==> src/rtl/evr_pkg.sv <==
package evr_pkg;
  // Width of every channel selector; channel 0 means "not connected".
  localparam int CH_W = 4;
  localparam int N_CH = 1 << CH_W;
  // First selector value that names a two-way splitter channel.
  localparam int SPLIT_FIRST_DEF = 12;
  typedef logic [CH_W-1:0] chan_id_t;
endpackage

==> src/rtl/evr_cfg_regs.sv <==
module evr_cfg_regs
  import evr_pkg::*;
#(
  parameter int N_PUB  = 4,
  parameter int N_SUB  = 6,
  parameter int ADDR_W = 4
) (
  input  logic                    clk,
  input  logic                    rst,
  input  logic                    wr_en_i,
  input  logic [ADDR_W-1:0]       wr_addr_i,
  input  chan_id_t                wr_data_i,
  input  logic [ADDR_W-1:0]       rd_addr_i,
  output chan_id_t                rd_data_o,
  input  logic                    coll_set_i,
  output logic [N_PUB*CH_W-1:0]   pub_ch_o,
  output logic [N_SUB*CH_W-1:0]   sub_ch_o,
  output logic                    coll_q_o,
  output logic                    stat_clr_o
);
  localparam int STAT_ADDR = N_PUB + N_SUB;

  // Publisher selectors, one register each.
  for (genvar g = 0; g < N_PUB; g++) begin : g_pub
    always_ff @(posedge clk) begin
      if (rst)
        pub_ch_o[g*CH_W +: CH_W] <= '0;
      else if (wr_en_i && wr_addr_i == ADDR_W'(g))
        pub_ch_o[g*CH_W +: CH_W] <= wr_data_i;
    end
  end

  // Subscriber selectors follow the publisher block in the address space.
  for (genvar g = 0; g < N_SUB; g++) begin : g_sub
    always_ff @(posedge clk) begin
      if (rst)
        sub_ch_o[g*CH_W +: CH_W] <= '0;
      else if (wr_en_i && wr_addr_i == ADDR_W'(N_PUB + g))
        sub_ch_o[g*CH_W +: CH_W] <= wr_data_i;
    end
  end

  // Sticky collision flag: a new collision wins over a clearing write.
  assign stat_clr_o = wr_en_i && (wr_addr_i == ADDR_W'(STAT_ADDR)) && wr_data_i[0];

  always_ff @(posedge clk) begin
    if (rst)             coll_q_o <= 1'b0;
    else if (coll_set_i) coll_q_o <= 1'b1;
    else if (stat_clr_o) coll_q_o <= 1'b0;
  end

  // Registered read mux.
  chan_id_t rd_next;
  always_comb begin
    rd_next = '0;
    for (int p = 0; p < N_PUB; p++)
      if (rd_addr_i == ADDR_W'(p)) rd_next = pub_ch_o[p*CH_W +: CH_W];
    for (int s = 0; s < N_SUB; s++)
      if (rd_addr_i == ADDR_W'(N_PUB + s)) rd_next = sub_ch_o[s*CH_W +: CH_W];
    if (rd_addr_i == ADDR_W'(STAT_ADDR)) rd_next = {{(CH_W-1){1'b0}}, coll_q_o};
  end

  always_ff @(posedge clk) begin
    if (rst) rd_data_o <= '0;
    else     rd_data_o <= rd_next;
  end
endmodule

==> src/rtl/evr_chan_merge.sv <==
module evr_chan_merge
  import evr_pkg::*;
#(
  parameter int N_PUB = 4
) (
  input  logic [N_PUB-1:0]      pub_evt_i,
  input  logic [N_PUB*CH_W-1:0] pub_ch_i,
  output logic [N_CH-1:0]       chan_evt_o,
  output logic                  coll_o
);
  logic [N_CH-1:0] dup;
  chan_id_t        id;

  // OR every active publisher onto its channel; flag any second driver.
  always_comb begin
    chan_evt_o = '0;
    dup        = '0;
    id         = '0;
    for (int p = 0; p < N_PUB; p++) begin
      id = pub_ch_i[p*CH_W +: CH_W];
      if (pub_evt_i[p] && id != '0) begin
        if (chan_evt_o[id]) dup[id] = 1'b1;
        chan_evt_o[id] = 1'b1;
      end
    end
    coll_o = |dup;
  end
endmodule

==> src/rtl/evr_sub_select.sv <==
module evr_sub_select
  import evr_pkg::*;
#(
  parameter int N_SUB       = 6,
  parameter int SPLIT_FIRST = SPLIT_FIRST_DEF
) (
  input  logic [N_CH-1:0]       chan_evt_i,
  input  logic [N_SUB*CH_W-1:0] sub_ch_i,
  output logic [N_SUB-1:0]      sub_hit_o
);
  localparam int RK_W = $clog2(N_SUB + 1) + 1;

  // Each port counts lower-indexed ports on its channel and compares the
  // count with the channel's fan-out (1 or 2).
  for (genvar s = 0; s < N_SUB; s++) begin : g_port
    chan_id_t        my_ch;
    logic [RK_W-1:0] rank;
    logic [RK_W-1:0] limit;

    always_comb begin
      my_ch = sub_ch_i[s*CH_W +: CH_W];
      rank  = '0;
      for (int j = 0; j < s; j++)
        if (sub_ch_i[j*CH_W +: CH_W] == my_ch) rank = rank + RK_W'(1);
      if (my_ch == '0)                       limit = '0;
      else if (my_ch >= CH_W'(SPLIT_FIRST))  limit = RK_W'(2);
      else                                   limit = RK_W'(1);
      sub_hit_o[s] = chan_evt_i[my_ch] && (rank < limit);
    end
  end
endmodule

==> src/rtl/evr_fabric.sv <==
module evr_fabric
  import evr_pkg::*;
#(
  parameter int N_PUB       = 4,
  parameter int N_SUB       = 6,
  parameter int ADDR_W      = 4,
  parameter int SPLIT_FIRST = SPLIT_FIRST_DEF
) (
  input  logic              clk,
  input  logic              rst,
  input  logic [N_PUB-1:0]  pub_evt_i,
  input  logic [N_PUB-1:0]  pub_irq_i,
  input  logic              wr_en_i,
  input  logic [ADDR_W-1:0] wr_addr_i,
  input  logic [CH_W-1:0]   wr_data_i,
  input  logic [ADDR_W-1:0] rd_addr_i,
  output logic [CH_W-1:0]   rd_data_o,
  output logic [N_SUB-1:0]  sub_evt_o,
  output logic [N_PUB-1:0]  cpu_irq_o
);
  logic [N_PUB*CH_W-1:0] pub_ch_w;
  logic [N_SUB*CH_W-1:0] sub_ch_w;
  logic [N_CH-1:0]       chan_evt_w;
  logic [N_SUB-1:0]      sub_hit_w;
  logic                  coll_det_w;
  logic                  coll_q_w;
  logic                  stat_clr_w;

  evr_cfg_regs #(.N_PUB(N_PUB), .N_SUB(N_SUB), .ADDR_W(ADDR_W)) u_regs (
    .clk        (clk),
    .rst        (rst),
    .wr_en_i    (wr_en_i),
    .wr_addr_i  (wr_addr_i),
    .wr_data_i  (wr_data_i),
    .rd_addr_i  (rd_addr_i),
    .rd_data_o  (rd_data_o),
    .coll_set_i (coll_det_w),
    .pub_ch_o   (pub_ch_w),
    .sub_ch_o   (sub_ch_w),
    .coll_q_o   (coll_q_w),
    .stat_clr_o (stat_clr_w)
  );

  evr_chan_merge #(.N_PUB(N_PUB)) u_merge (
    .pub_evt_i  (pub_evt_i),
    .pub_ch_i   (pub_ch_w),
    .chan_evt_o (chan_evt_w),
    .coll_o     (coll_det_w)
  );

  evr_sub_select #(.N_SUB(N_SUB), .SPLIT_FIRST(SPLIT_FIRST)) u_select (
    .chan_evt_i (chan_evt_w),
    .sub_ch_i   (sub_ch_w),
    .sub_hit_o  (sub_hit_w)
  );

  // Single output stage for routed events and the fixed interrupt lines.
  always_ff @(posedge clk) begin
    if (rst) begin
      sub_evt_o <= '0;
      cpu_irq_o <= '0;
    end else begin
      sub_evt_o <= sub_hit_w;
      cpu_irq_o <= pub_irq_i;
    end
  end
endmodule

==> config.mk <==
export PLATFORM = sky130hd
export DESIGN_NAME = evr_fabric
export DESIGN_NICKNAME = d
export VERILOG_FILES = /design/src/rtl/evr_pkg.sv /design/src/rtl/evr_cfg_regs.sv /design/src/rtl/evr_chan_merge.sv /design/src/rtl/evr_sub_select.sv /design/src/rtl/evr_fabric.sv
export SDC_FILE = /design/constraint.sdc
export NUM_CORES = 1
export LEC_CHECK = 0
export ABC_AREA = 1
export BUFFER_PORTS_ARGS = -buffer_cell sky130_fd_sc_hd__buf_2
export CORE_UTILIZATION = 44
export CTS_BUF_LIST = sky130_fd_sc_hd__clkbuf_4
export CTS_CLUSTER_DIAMETER = 50
export DETAILED_ROUTE_END_ITERATION = 7
export GPL_ROUTABILITY_DRIVEN = 1
export GPL_TIMING_DRIVEN = 0
export SKIP_CTS_REPAIR_TIMING = 1
export SYNTH_ARGS = -nofsm -noshare
export SYNTH_HDL_FRONTEND = slang
export SYNTH_HIERARCHICAL = 1
export SYNTH_SLANG_ARGS = --single-unit
==> constraint.sdc <==
create_clock -name clk -period 8.6 [get_ports clk]
set_clock_uncertainty 0.1 [all_clocks]
set_input_delay 0.43 -clock clk [delete_from_list [all_inputs] [get_ports clk]]
set_output_delay 0.43 -clock clk [all_outputs]
set_load 0.005 [all_outputs]
-- Yosys cells after proc, flatten, opt, wreduce, memory -nomap -nowiden
Memory sizes are Yosys's and may differ from the RTL's. A register that Yosys moved wholly into a read port is not among the register bits.
Cells that the tools add are included.
- flip-flop bits (word level): 55
- ROM bits: 16
- bits of input ports: 23
- output and inout port bits: 14
- word-level logic and storage cells: 215
- memories: 1
- memory list (memory ; words ; bits a word ; rd ports ; clocked after memory_dff ; write ports ; line ; source):
    (name not given) ; 16 ; 1 ; 1 ; 1 ; 0 ; evr_chan_merge.sv:22 ; if (chan_evt_o[id]) dup[id] = 1'b1;
- add/subtract/negate cells: 10
- $lt $le $gt $ge: 26
- equal/unequal tests: 35
- mux-type cells: 81
- bitwise operators: 6
- reduce and logical (&&, ||, !) cells: 41
- operator list (operator ; number):
    $mux W16 ; 12
    $mux W4 ; 28
    $or A16 B16 Y16 ; 6
    $eq A4 B4 Y1 ; 15
    $lt A4 B5 Y1 const B ; 10
    $bmux W1 S4 ; 9
    $eq A4 B3 Y1 const B ; 8
    $logic_not A4 Y1 ; 8
    $logic_and A1 B1 Y1 ; 26
    $add A4 B1 Y4 const B ; 6
    $eq A4 B4 Y1 const B ; 6
    $ge A4 B4 Y1 const B ; 6
    $mux W1 ; 22
    $demux W1 S4 ; 4
    $eq A4 B2 Y1 const B ; 4
    $ge A4 B1 Y1 const B ; 4
    $lt A4 B4 Y1 ; 4
    $reduce_bool A4 Y1 ; 4
    $reduce_or A16 Y1 ; 1
    $mux W2 ; 6
    $add A1 B1 Y2 const B ; 4
    $eq A4 B1 Y1 const B ; 2
    $lt A1 B4 Y1 ; 1
    $lt A1 B4 Y1 const A ; 1
    other kinds (2) ; 2

-- Logic depth before layout (Yosys ltp)
Gate-level depths: netlist (run 1).
- depth after elaboration: 17
- gate-level depth with buffers: 21
- gate-level depth less buffers: 20

-- Cells and area by module
Netlist (run 1), hierarchy kept.
- modules (own cells, without submodules) (module ; times used ; cells an instance ; area each (um2) ; sequential area each (um2)):
    evr_sub_select ; 1 ; 432 ; 2339.7 ; 0.0
    evr_cfg_regs ; 1 ; 310 ; 2054.5 ; 900.9
    evr_chan_merge ; 1 ; 263 ; 1183.6 ; 0.0
    evr_fabric ; 1 ; 31 ; 286.5 ; 200.2

-- Worst setup path after synthesis (run 1)
No wires, ideal clock.
- kind: flip-flop to flip-flop
- from: register u_regs.sub_ch_o[0]
- to: register sub_evt_o[5]
- library setup time: 0.064 ns
- arrival time: 2.844 ns
- required time: 8.436 ns
- setup slack: 5.593 ns
- cell stages (with the launch flop): 21
- path buffers: 2
- period minus slack after synthesis: 3.007 ns
- cell sequence: dfxtp_1 buf_2 buf_1 nor2_1 nor3_1 and3_1 ha_1 nand3_2 nand2_2 xor2_1 nand2_1 o21ai_0 ha_1 nor2_1 a21oi_1 ha_1 nand2_1 nand2_1 nor2_1 inv_1 nor2_1
- cells in the longest elaborated chain, start to end: 12
- RTL lines (item ; line ; source):
    start, declared ; evr_cfg_regs.sv:17 ; output logic [N_SUB*CH_W-1:0] sub_ch_o,
    start signal, assigned by index ; evr_cfg_regs.sv:39 ; sub_ch_o[g*CH_W +: CH_W] <= wr_data_i;
    $eq A4 B4 Y1 * ; evr_sub_select.sv:24 ; if (sub_ch_i[j*CH_W +: CH_W] == my_ch) rank = rank + RK_W'(1);
    $mux W1 * ; evr_sub_select.sv:24 ;
    $add A1 B1 Y2 ; evr_sub_select.sv:24 ;
    $mux W4 * ; evr_sub_select.sv:24 ;
    $add A4 B1 Y4 ; evr_sub_select.sv:24 ;
    $mux W4 * ; evr_sub_select.sv:24 ;
    $add A4 B1 Y4 ; evr_sub_select.sv:24 ;
    $mux W4 * ; evr_sub_select.sv:24 ;
    $add A4 B1 Y4 ; evr_sub_select.sv:24 ;
    $mux W4 * ; evr_sub_select.sv:24 ;
    $lt A4 B4 Y1 * ; evr_sub_select.sv:28 ; sub_hit_o[s] = chan_evt_i[my_ch] && (rank < limit);
    $logic_and A1 B1 Y1 * ; evr_sub_select.sv:28 ;
    net sub_hit_w[5] ; evr_fabric.sv:24 ; logic [N_SUB-1:0] sub_hit_w;
    end signal, assigned ; evr_fabric.sv:63 ; sub_evt_o <= sub_hit_w;
    end, declared ; evr_fabric.sv:18 ; output logic [N_SUB-1:0] sub_evt_o,
The timed path passes the listed nets; every way through them passes the cells marked *.
A chain may end at the register's enable or synchronous reset.

-- Final worst setup path (run 1)
Same ends and word-level chain as after synthesis.

==> summary.md, run 1 <==
| Metric | Value |
|---|---|
| Status | `completed` |
| Number of antenna violations at the first check in global routing | `1` |
| Final TNS setup | `0 ns` |
| Share of layout cells above drive strength 1 | `9.59%` |
| Num CTS Buffers | `5` |
| Lkg Pwr | `0.00302 uW` |
| Worst relative slew slack | `45.0%` |
| Fin crit share | `41.0%` |
| Height of the die | `117 um` |
| Syn_area_per_cell | `5.66 sq um` |
| CP bufs+invs | `3` |
| Root buf cell | `clkbuf_4` |
| Sequential power share | `44.0%` |
| Inst Count DP | `1238` |
| Hpwl dp | `14.4 mm` |
| CTS Buffer Depth | `2` |
| Number of I/O pins | `37` |
| Met2 Use GR | `44.2%` |
| CTS tree | `built` |
| CP cell instances | `buf_2, buf_1, nor2_1, nor3_1, and3_1, ha_1, nand3_2, nand2_2, xor2_1, nand2_1, o21ai_0, ha_1, nor2_1, a21oi_1, ha_1, nand2_1, nand2_1, nor2_1, inv_1, nor2_1` |
| Largest net degree at the start of global routing | `18` |
| Max IR drop VDD | `65.5 uV` |
| Final hold vios | `0` |
| Total core area | `0.0128 sq mm` |
| Vias in the first global route | `5863` |
| Die Width | `117 um` |
| Comb power frac | `34.5%` |
| Post-Route WL | `19.0 mm` |
| Met1 Usage GRT | `38.7%` |
| Htree depth | `2` |
| Unrepaired setup endpoints after global routing | `false` |
| Max-slew violations | `0` |
| Internal | `378 uW` |
| Non-Filler Instances | `1247` |
| Critical Path AT | `3.79 ns` |
| Syn nets | `1073` |
| P&R area growth vs syn | `7.41%` |
| Clock tree sinks | `55` |
| Fillers | `1427` |
| Grt ovf | `0` |
| CP most frequent cell | `nor2_1` |
| Vias | `6676` |
| Gr busiest metal | `met2` |
| Total die area | `0.0138 sq mm` |
| GP Congestion | `0.917` |
| GR Util met3 | `2.63%` |
| Vias/cell | `5.35` |
| Max Cap Violations | `0` |
| Type of the worst setup path | `register to register` |
| Clock Pin Slew Worst Setup and Hold Paths | `0.19 ns` |
| Worst-Margin Slew | `0.824 ns` |
| Multi-input logic area | `0.00403 sq mm` |
| Starting density of the core | `45.7%` |
| DRC | `0` |
| Post-Syn Instances | `1035` |
| Drt wl/cell | `15.2 um` |
| Sw Ratio | `38.1%` |
| Slowest CP cell | `buf_1` |
| Port bufs | `31` |
| Reg2reg setup slack | `5.08 ns` |
| Routed Antenna Nets | `0` |
| Pre-antenna DRT Iters | `5` |
| Fmax | `284 MHz` |
| Crit Path Max Fanout | `10` |
| Final Critical Period | `3.52 ns` |
| Row count | `41` |
| CP required | `8.87 ns` |
| Share of total power in the clock network | `21.5%` |
| Final net count | `1111` |
| # setup viols final | `0` |
| Crit path largest cell delay | `0.44 ns` |
| Synth warn | `6` |
| Startpoint class of the critical path | `register` |
| Hold WC Path Type | `input port to register` |
| First-pass GRT wire length | `30.4 mm` |
| Clk_lat worst skew | `0.43 ns` |
| P per Cell Area | `97.1 mW/mm^2` |
| Switching pwr | `233 uW` |
| Post-Syn Area | `0.00586 sq mm` |
| Crit end category | `register` |
| Drt initial violations | `548` |
| Storage cell area | `0.00110 sq mm` |
| Overall Global Routing Usage | `27.5%` |
| CP top delay family | `simple AND/OR/NAND/NOR gates` |
-- stage by stage --
step	worst slack (ns)	instance area (sq um)	hold slack, ns	utilization, %	power, uW
finish	5.08	6290	0.0941	49.1	611
global route	4.77	6290	0.0693	49.1	658
CTS	5.08	6290	0.0692	49.1	616
detailed placement	5.15	6230	0.369	48.6	483
global placement	5.12	6230	0.369	48.6	481
floorplan	5.59	5860	0.341	-	432
-- power groups by stage --
stage | logic [uW] | registers [uW] | clock network (uW)
floorplan | 159 | 273 | 0
global placement | 207 | 274 | 0
detailed placement | 209 | 274 | 0
CTS | 210 | 269 | 137
global route | 241 | 270 | 146
finish | 211 | 269 | 131
-- flip-flops by register name, summed over array words and instances (netlist names) --
| register | flops |
|---|---|
| u_regs/rd_data_o | 4 |
| sub_evt_o | 6 |
| cpu_irq_o | 4 |
| u_regs/sub_ch_o | 24 |
| u_regs/coll_q_o | 1 |
| u_regs/pub_ch_o | 16 |
-- worst min-delay path: stages --
cell and delay, ns:
buf_2 0.09, inv_1 0.04, nor2_1 0.03
-- layout make-up --
| class | count | share of cell area, % |
|---|---|---|
| multi-input cells | 800 | 64.0 |
| flip-flops and latches | 55 | 17.5 |
| clock buffers | 6 | 0.716 |
| inverters | 135 | 8.05 |
| repair buffers | 31 | 2.46 |
| clock inverters | 2 | 0.258 |
| plain buffers | 45 | 3.60 |
| well taps | 172 | 3.42 |
| diodes | 1 | 0.0398 |
-- layout by cell type, fill, tap and decap left out, types with 4 or more instances in the layout --
cell         n
a21oi_1     69
and3_1       6
buf_1        4
buf_2       50
buf_4        7
clkbuf_1    14
clkbuf_4     6
dfxtp_1     55
ha_1        15
inv_1      124
inv_2       11
nand2_1    192
nand2_2      6
nand3_1     85
nand4_1     21
nor2_1     180
nor2_2      13
nor3_1      10
o2111ai_1    7
o211ai_1     8
o21ai_0    105
o21bai_1     6
xnor2_1     20
xor2_1      28
-- path summary, 6_finish.rpt --
path / endpoint / from / cells after the start
worst min register to register: u_regs/rd_data_o[0] / u_regs/coll_q_o / 2
worst max-delay path: sub_evt_o[5] / u_regs/sub_ch_o[0] / 20
worst min-delay path: cpu_irq_o[3] / pub_irq_i[3] / 3
worst max register to register: sub_evt_o[5] / u_regs/sub_ch_o[0] / 20
-- routing by layer --
layer / up-vias / routed length (um)
met5: - / 0
met4: 0 / 376
met3: 31 / 1490
met2: 272 / 8340
met1: 2939 / 8780
li1: 3434 / -
Note: power is estimated with default switching activity, not from simulation.
==> run 2, diff against run 1 <==
==> constraint.sdc (replaced) <==
create_clock -name clk -period 3.4 [get_ports clk]
set_clock_uncertainty 0.1 [all_clocks]
set_input_delay 0.17 -clock clk [delete_from_list [all_inputs] [get_ports clk]]
set_output_delay 0.17 -clock clk [all_outputs]
set_load 0.005 [all_outputs]
==> summary.md, run 2 (synthesis gave the netlist of run 1 again) <==
| Metric | Value |
|---|---|
| Vias/cell | `5.29` |
| CP top delay family | `simple AND/OR/NAND/NOR gates` |
| # setup viols final | `0` |
| Startpoint class of the critical path | `register` |
| P per Cell Area | `242 mW/mm^2` |
| Fillers | `1413` |
| FF-to-FF path depth | `21` |
| Post-Route WL | `19.1 mm` |
| Root buf cell | `clkbuf_4` |
| Storage cell area | `0.00110 sq mm` |
| Overall Global Routing Usage | `27.5%` |
| GP Congestion | `0.917` |
| Reg2reg end | `sub_evt_o[5]` |
| Multi-input logic area | `0.00404 sq mm` |
| Htree depth | `2` |
| Final net count | `1122` |
| Post-route cell area | `0.00645 sq mm` |
| DR top layer | `met4` |
| Clock tree sinks | `55` |
| CP bufs+invs | `4` |
| Starting density of the core | `45.7%` |
| Hold WC Path Type | `input port to register` |
| Drt initial violations | `575` |
| Clock Pin Slew Worst Setup and Hold Paths | `0.19 ns` |
| Fin crit share | `92.7%` |
| Hold Crit Depth | `5` |
| Num CTS Buffers | `5` |
| CTS tree | `built` |
| Final hold vios | `0` |
| Slowest CP cell | `dfxtp_2` |
| Total die area | `0.0138 sq mm` |
| Max Cap Violations | `0` |
| Pre-antenna DRT Iters | `5` |
| Biggest regs | `u_regs/sub_ch_o (24), u_regs/pub_ch_o (16), sub_evt_o (6)` |
| Crit end category | `register` |
| Met3 Wirelength | `1.25 mm` |
| Type of the worst setup path | `register to register` |
| DP Area | `0.00623 sq mm` |
| Most flop-heavy register | `u_regs/sub_ch_o` |
| Number of antenna violations at the first check in global routing | `1` |
| Hold Crit Start | `wr_addr_i[2]` |
| Worst slack, placed | `-0.0487 ns` |
| Fmax | `317 MHz` |
| Final TNS setup | `0 ns` |
| Drt wl/cell | `15.2 um` |
| Vias | `6659` |
| Routed Antenna Nets | `0` |
| Crit path largest cell delay | `0.39 ns` |
| Comb power frac | `35.0%` |
| First-pass GRT wire length | `30.4 mm` |
| Max reg flops | `24` |
| Crit Path Max Fanout | `10` |
| Max IR drop VDD | `179 uV` |
| Status | `completed` |
| Clk_lat worst skew | `0.43 ns` |
| Vias in the first global route | `5863` |
| Worst-Margin Slew | `0.723 ns` |
| Worst-case hold path end point | `u_regs/coll_q_o` |
| Final Critical Period | `3.15 ns` |
| CTS Buffer Depth | `2` |
| Sw Ratio | `38.0%` |
| CP cell instances | `buf_4, buf_6, nor2_1, nor3_1, and3_1, inv_1, ha_1, nand3_1, nand2_1, xor2_1, nand2_1, o21ai_0, ha_1, nor2_1, a21oi_1, ha_1, nand2_1, nand2_1, nor2_1, inv_1, nor2_1` |
| Final worst slack | `0.248 ns` |
| Die Width | `117 um` |
| Share of layout cells above drive strength 1 | `11.1%` |
| Port bufs | `31` |
| Met2 WL | `8.43 mm` |
| Grt ovf | `0` |
| Most frequent cells in the layout | `nand2_1 (192), nor2_1 (180), inv_1 (122)` |
| DRC | `0` |
| Critical Path AT | `3.42 ns` |
| Met1 WL | `9.08 mm` |
| Share of total power in the clock network | `21.3%` |
| Height of the die | `117 um` |
| Worst relative slew slack | `51.8%` |
| Number of I/O pins | `37` |
| Hpwl dp | `14.4 mm` |
| Sequential power share | `43.7%` |
| Internal | `967 uW` |
| CP required | `3.66 ns` |
| Largest net degree at the start of global routing | `18` |
| Worst r2r src | `u_regs/sub_ch_o[0]` |
| P&R area growth vs syn | `10.0%` |
| Lkg Pwr | `0.00310 uW` |
| Reg2reg setup slack | `0.25 ns` |
| Row count | `41` |
| Most common cell after layout, fill and taps aside | `nand2_1` |
| Switching pwr | `592 uW` |
| Total core area | `0.0128 sq mm` |
| Max-slew violations | `0` |
==> run 2: metrics by stage <==
stage               util (%)  hold WS (ns)  power, uW  cells
floorplan                  -         0.139       1090   1035
global placement        48.6         0.270       1220   1238
detailed placement      48.6         0.278       1220   1238
CTS                     49.1        -0.191       1560   1246
global route            50.3        0.0345       1680   1258
finish                  50.3        0.0119       1560   1258
==> run 2: cell type report <==
class,count,share of cell area (%)
Antenna cell,1,0.0388
Buffer,44,3.82
Clock buffer,6,0.699
Clock inverter,2,0.252
Inverter,135,7.92
Multi-Input combinational cell,800,62.6
Sequential cell,55,17.1
Tap cell,172,3.34
Timing Repair Buffer,43,4.19
==> run 2: how the worst max path moves through the flow <==
| stage | startpoint | end | depth (start not counted) |
|---|---|---|---|
| after floorplan | u_regs/sub_ch_o[0] | sub_evt_o[5] | 20 |
| after global placement | u_regs/sub_ch_o[0] | sub_evt_o[5] | 20 |
| after detailed placement | u_regs/sub_ch_o[0] | sub_evt_o[5] | 20 |
| after CTS | u_regs/sub_ch_o[0] | sub_evt_o[5] | 20 |
| after global routing | u_regs/sub_ch_o[0] | sub_evt_o[5] | 21 |
| final | u_regs/sub_ch_o[0] | sub_evt_o[5] | 21 |
==> run 2: power groups by stage <==
stage / Clock (uW) / Combinational, uW / Sequential (uW)
floorplan: 0 / 402 / 691
global placement: 0 / 523 / 694
global route: 370 / 623 / 684
finish: 332 / 545 / 681
detailed placement: 0 / 528 / 694
CTS: 347 / 530 / 681
==> run 2: metal layers <==
layer  vias up  global-route usage, %
met5         -                      0
met4         0                   8.36
met3        26                   2.63
met2       221                   44.2
met1      2961                   38.7
li1       3451                      -
==> run 2: worst register-to-register path, delay by kind of cell (launching register included) <==
kind,cells,cell delay (ns)
buffers and inverters,4,0.48
adders and majority gates,3,0.76
and+or+nand+nor,11,1.06
xor gates and xnor gates,1,0.16
DFF,1,0.39
AOI/OAI and AO/OA,2,0.14
==> run 3, diff against run 2 <==
==> constraint.sdc (replaced) <==
create_clock -name clk -period 2.6 [get_ports clk]
set_clock_uncertainty 0.1 [all_clocks]
set_input_delay 0.13 -clock clk [delete_from_list [all_inputs] [get_ports clk]]
set_output_delay 0.13 -clock clk [all_outputs]
set_load 0.005 [all_outputs]
==> summary.md, run 3 (synthesis gave the netlist of run 1 again) <==
| Metric | Value |
|---|---|
| Status | `complete, but fails checks` |
| Failing checks | `negative hold slack, negative setup slack` |
| Comb power frac | `36.2%` |
| Total die area | `0.0138 sq mm` |
| P&R area growth vs syn | `17.1%` |
| Num CTS Buffers | `5` |
| Clock tree sinks | `55` |
| Crit path largest cell delay | `0.40 ns` |
| Final net count | `1138` |
| Vias/cell | `5.37` |
| Crit Path Max Fanout | `9` |
| Type of the worst setup path | `register to register` |
| CTS Buffer Depth | `2` |
| Vias | `6842` |
| Share of total power in the clock network | `24.0%` |
| Largest net degree at the start of global routing | `18` |
| Height of the die | `117 um` |
| Max IR drop VDD | `330 uV` |
| ANT cells | `0` |
| Hpwl dp | `14.6 mm` |
| CP bufs+invs | `2` |
| Root buf cell | `clkbuf_4` |
| Die Width | `117 um` |
| Startpoint class of the critical path | `register` |
| Final Critical Period | `2.92 ns` |
| Drt initial violations | `570` |
| Unrepaired setup endpoints after global routing | `true` |
| Port bufs | `31` |
| Grt ovf | `0` |
| Min Hold Slack | `-0.0372 ns` |
| Final hold vios | `2` |
| DRC | `0` |
| Htree depth | `2` |
| Overall Global Routing Usage | `27.6%` |
| Max reg flops | `24` |
| Clock Pin Slew Worst Setup and Hold Paths | `0.19 ns` |
| Fmax | `343 MHz` |
| CP required | `2.88 ns` |
| Slowest CP cell | `dfxtp_1` |
| Pre-antenna DRT Iters | `5` |
| Internal | `1420 uW` |
| Worst relative slew slack | `48.5%` |
| Critical Path AT | `3.20 ns` |
| Final worst slack | `-0.319 ns` |
| # setup viols final | `2` |
| CP cell instances | `buf_2, xnor2_1, and3_4, ha_4, nand3_2, nand2_2, xor2_1, nand2_1, o21ai_1, ha_1, nor2_1, a21oi_1, ha_1, nand2_1, nand2_1, nor2_1, inv_1, nor2_1` |
| Post-Route WL | `19.4 mm` |
| Vias in the first global route | `5832` |
| CTS tree | `built` |
| Most frequent cells in the layout | `nand2_1 (187), nor2_1 (172), inv_1 (116)` |
| Fin crit share | `112%` |
| Lkg Pwr | `0.00325 uW` |
| Final TNS setup | `-0.439 ns` |
| Inst Count DP | `1238` |
| Sw Ratio | `36.4%` |
| Max Cap Violations | `0` |
| Number of antenna violations at the first check in global routing | `0` |
| Biggest regs | `u_regs/sub_ch_o (24), u_regs/pub_ch_o (16), sub_evt_o (6)` |
| Worst slack, placed | `-0.464 ns` |
| Share of layout cells above drive strength 1 | `17.0%` |
| Switching pwr | `813 uW` |
| Sequential power share | `39.8%` |
| Row count | `41` |
| Number of I/O pins | `37` |
| Most common cell after layout, fill and taps aside | `nand2_1` |
| P per Cell Area | `326 mW/mm^2` |
| Drt wl/cell | `15.3 um` |
| GP Congestion | `0.927` |
| First-pass GRT wire length | `30.2 mm` |
| Starting density of the core | `45.7%` |
| Max-slew violations | `0` |
| Worst-Margin Slew | `0.772 ns` |
| CP top delay family | `simple AND/OR/NAND/NOR gates` |
| Routed Antenna Nets | `0` |
| Total core area | `0.0128 sq mm` |
| Clk_lat worst skew | `0.42 ns` |
| Non-Filler Instances | `1273` |
| Crit end category | `register` |
| Hold WC Path Type | `input port to register` |
| Most flop-heavy register | `u_regs/sub_ch_o` |
[run 3: cell type report]
class	instances	area [sq um]
Clock buffer	6	45.0
Tap cell	172	215
Clock inverter	2	38.8
Sequential cell	55	1130
Timing Repair Buffer	59	395
Multi-Input combinational cell	800	4180
Inverter	135	523
Fill cell	1386	5960
Buffer	44	330
[run 3: per-stage QoR]
step	hold slack [ns]	cell area, sq um	util [%]	power, uW
2_1_floorplan	0.0991	5930	-	1430
3_3_place_gp	0.232	6300	49.1	1600
3_5_place_dp	0.237	6300	49.1	1600
4_1_cts	-0.255	6380	49.8	2140
5_1_grt	0.00416	6860	53.5	2390
6_report	-0.0372	6860	53.5	2230
[run 3: per-layer routing]
metal,wire [um],up-vias,track usage (%)
met5,0,-,0
met4,369,0,8.28
met3,1430,29,2.63
met2,8550,238,42.8
met1,9090,3085,39.9
li1,-,3490,-
[run 3: worst paths after layout]
check,endpoint,slack (ns),cells past startpoint,from
worst min-delay path,u_regs/coll_q_o,-0.04,5,wr_addr_i[2]
worst max register to register,sub_evt_o[5],-0.32,18,u_regs/sub_ch_o[3]
worst max-delay path,sub_evt_o[5],-0.32,18,u_regs/sub_ch_o[3]
worst min register to register,u_regs/sub_ch_o[8],0.39,2,u_regs/sub_ch_o[8]
[run 3: worst reg2reg max path, delay by kind of cell (launching register included)]
kind                       cells  cell delay, ns
buffers and inverters          2            0.35
DFF                            1            0.40
and+or+nand+nor                9            0.84
adders and majority gates      3            0.78
xor gates and xnor gates       2            0.27
AOI/OAI and AO/OA              2            0.15
[run 3: power groups by stage]
stage	registers, uW	logic, uW	clock network, uW
3_5_place_dp	908	691	0
3_3_place_gp	908	687	0
6_report	889	809	536
5_1_grt	893	912	585
4_1_cts	891	696	558
2_1_floorplan	904	529	0
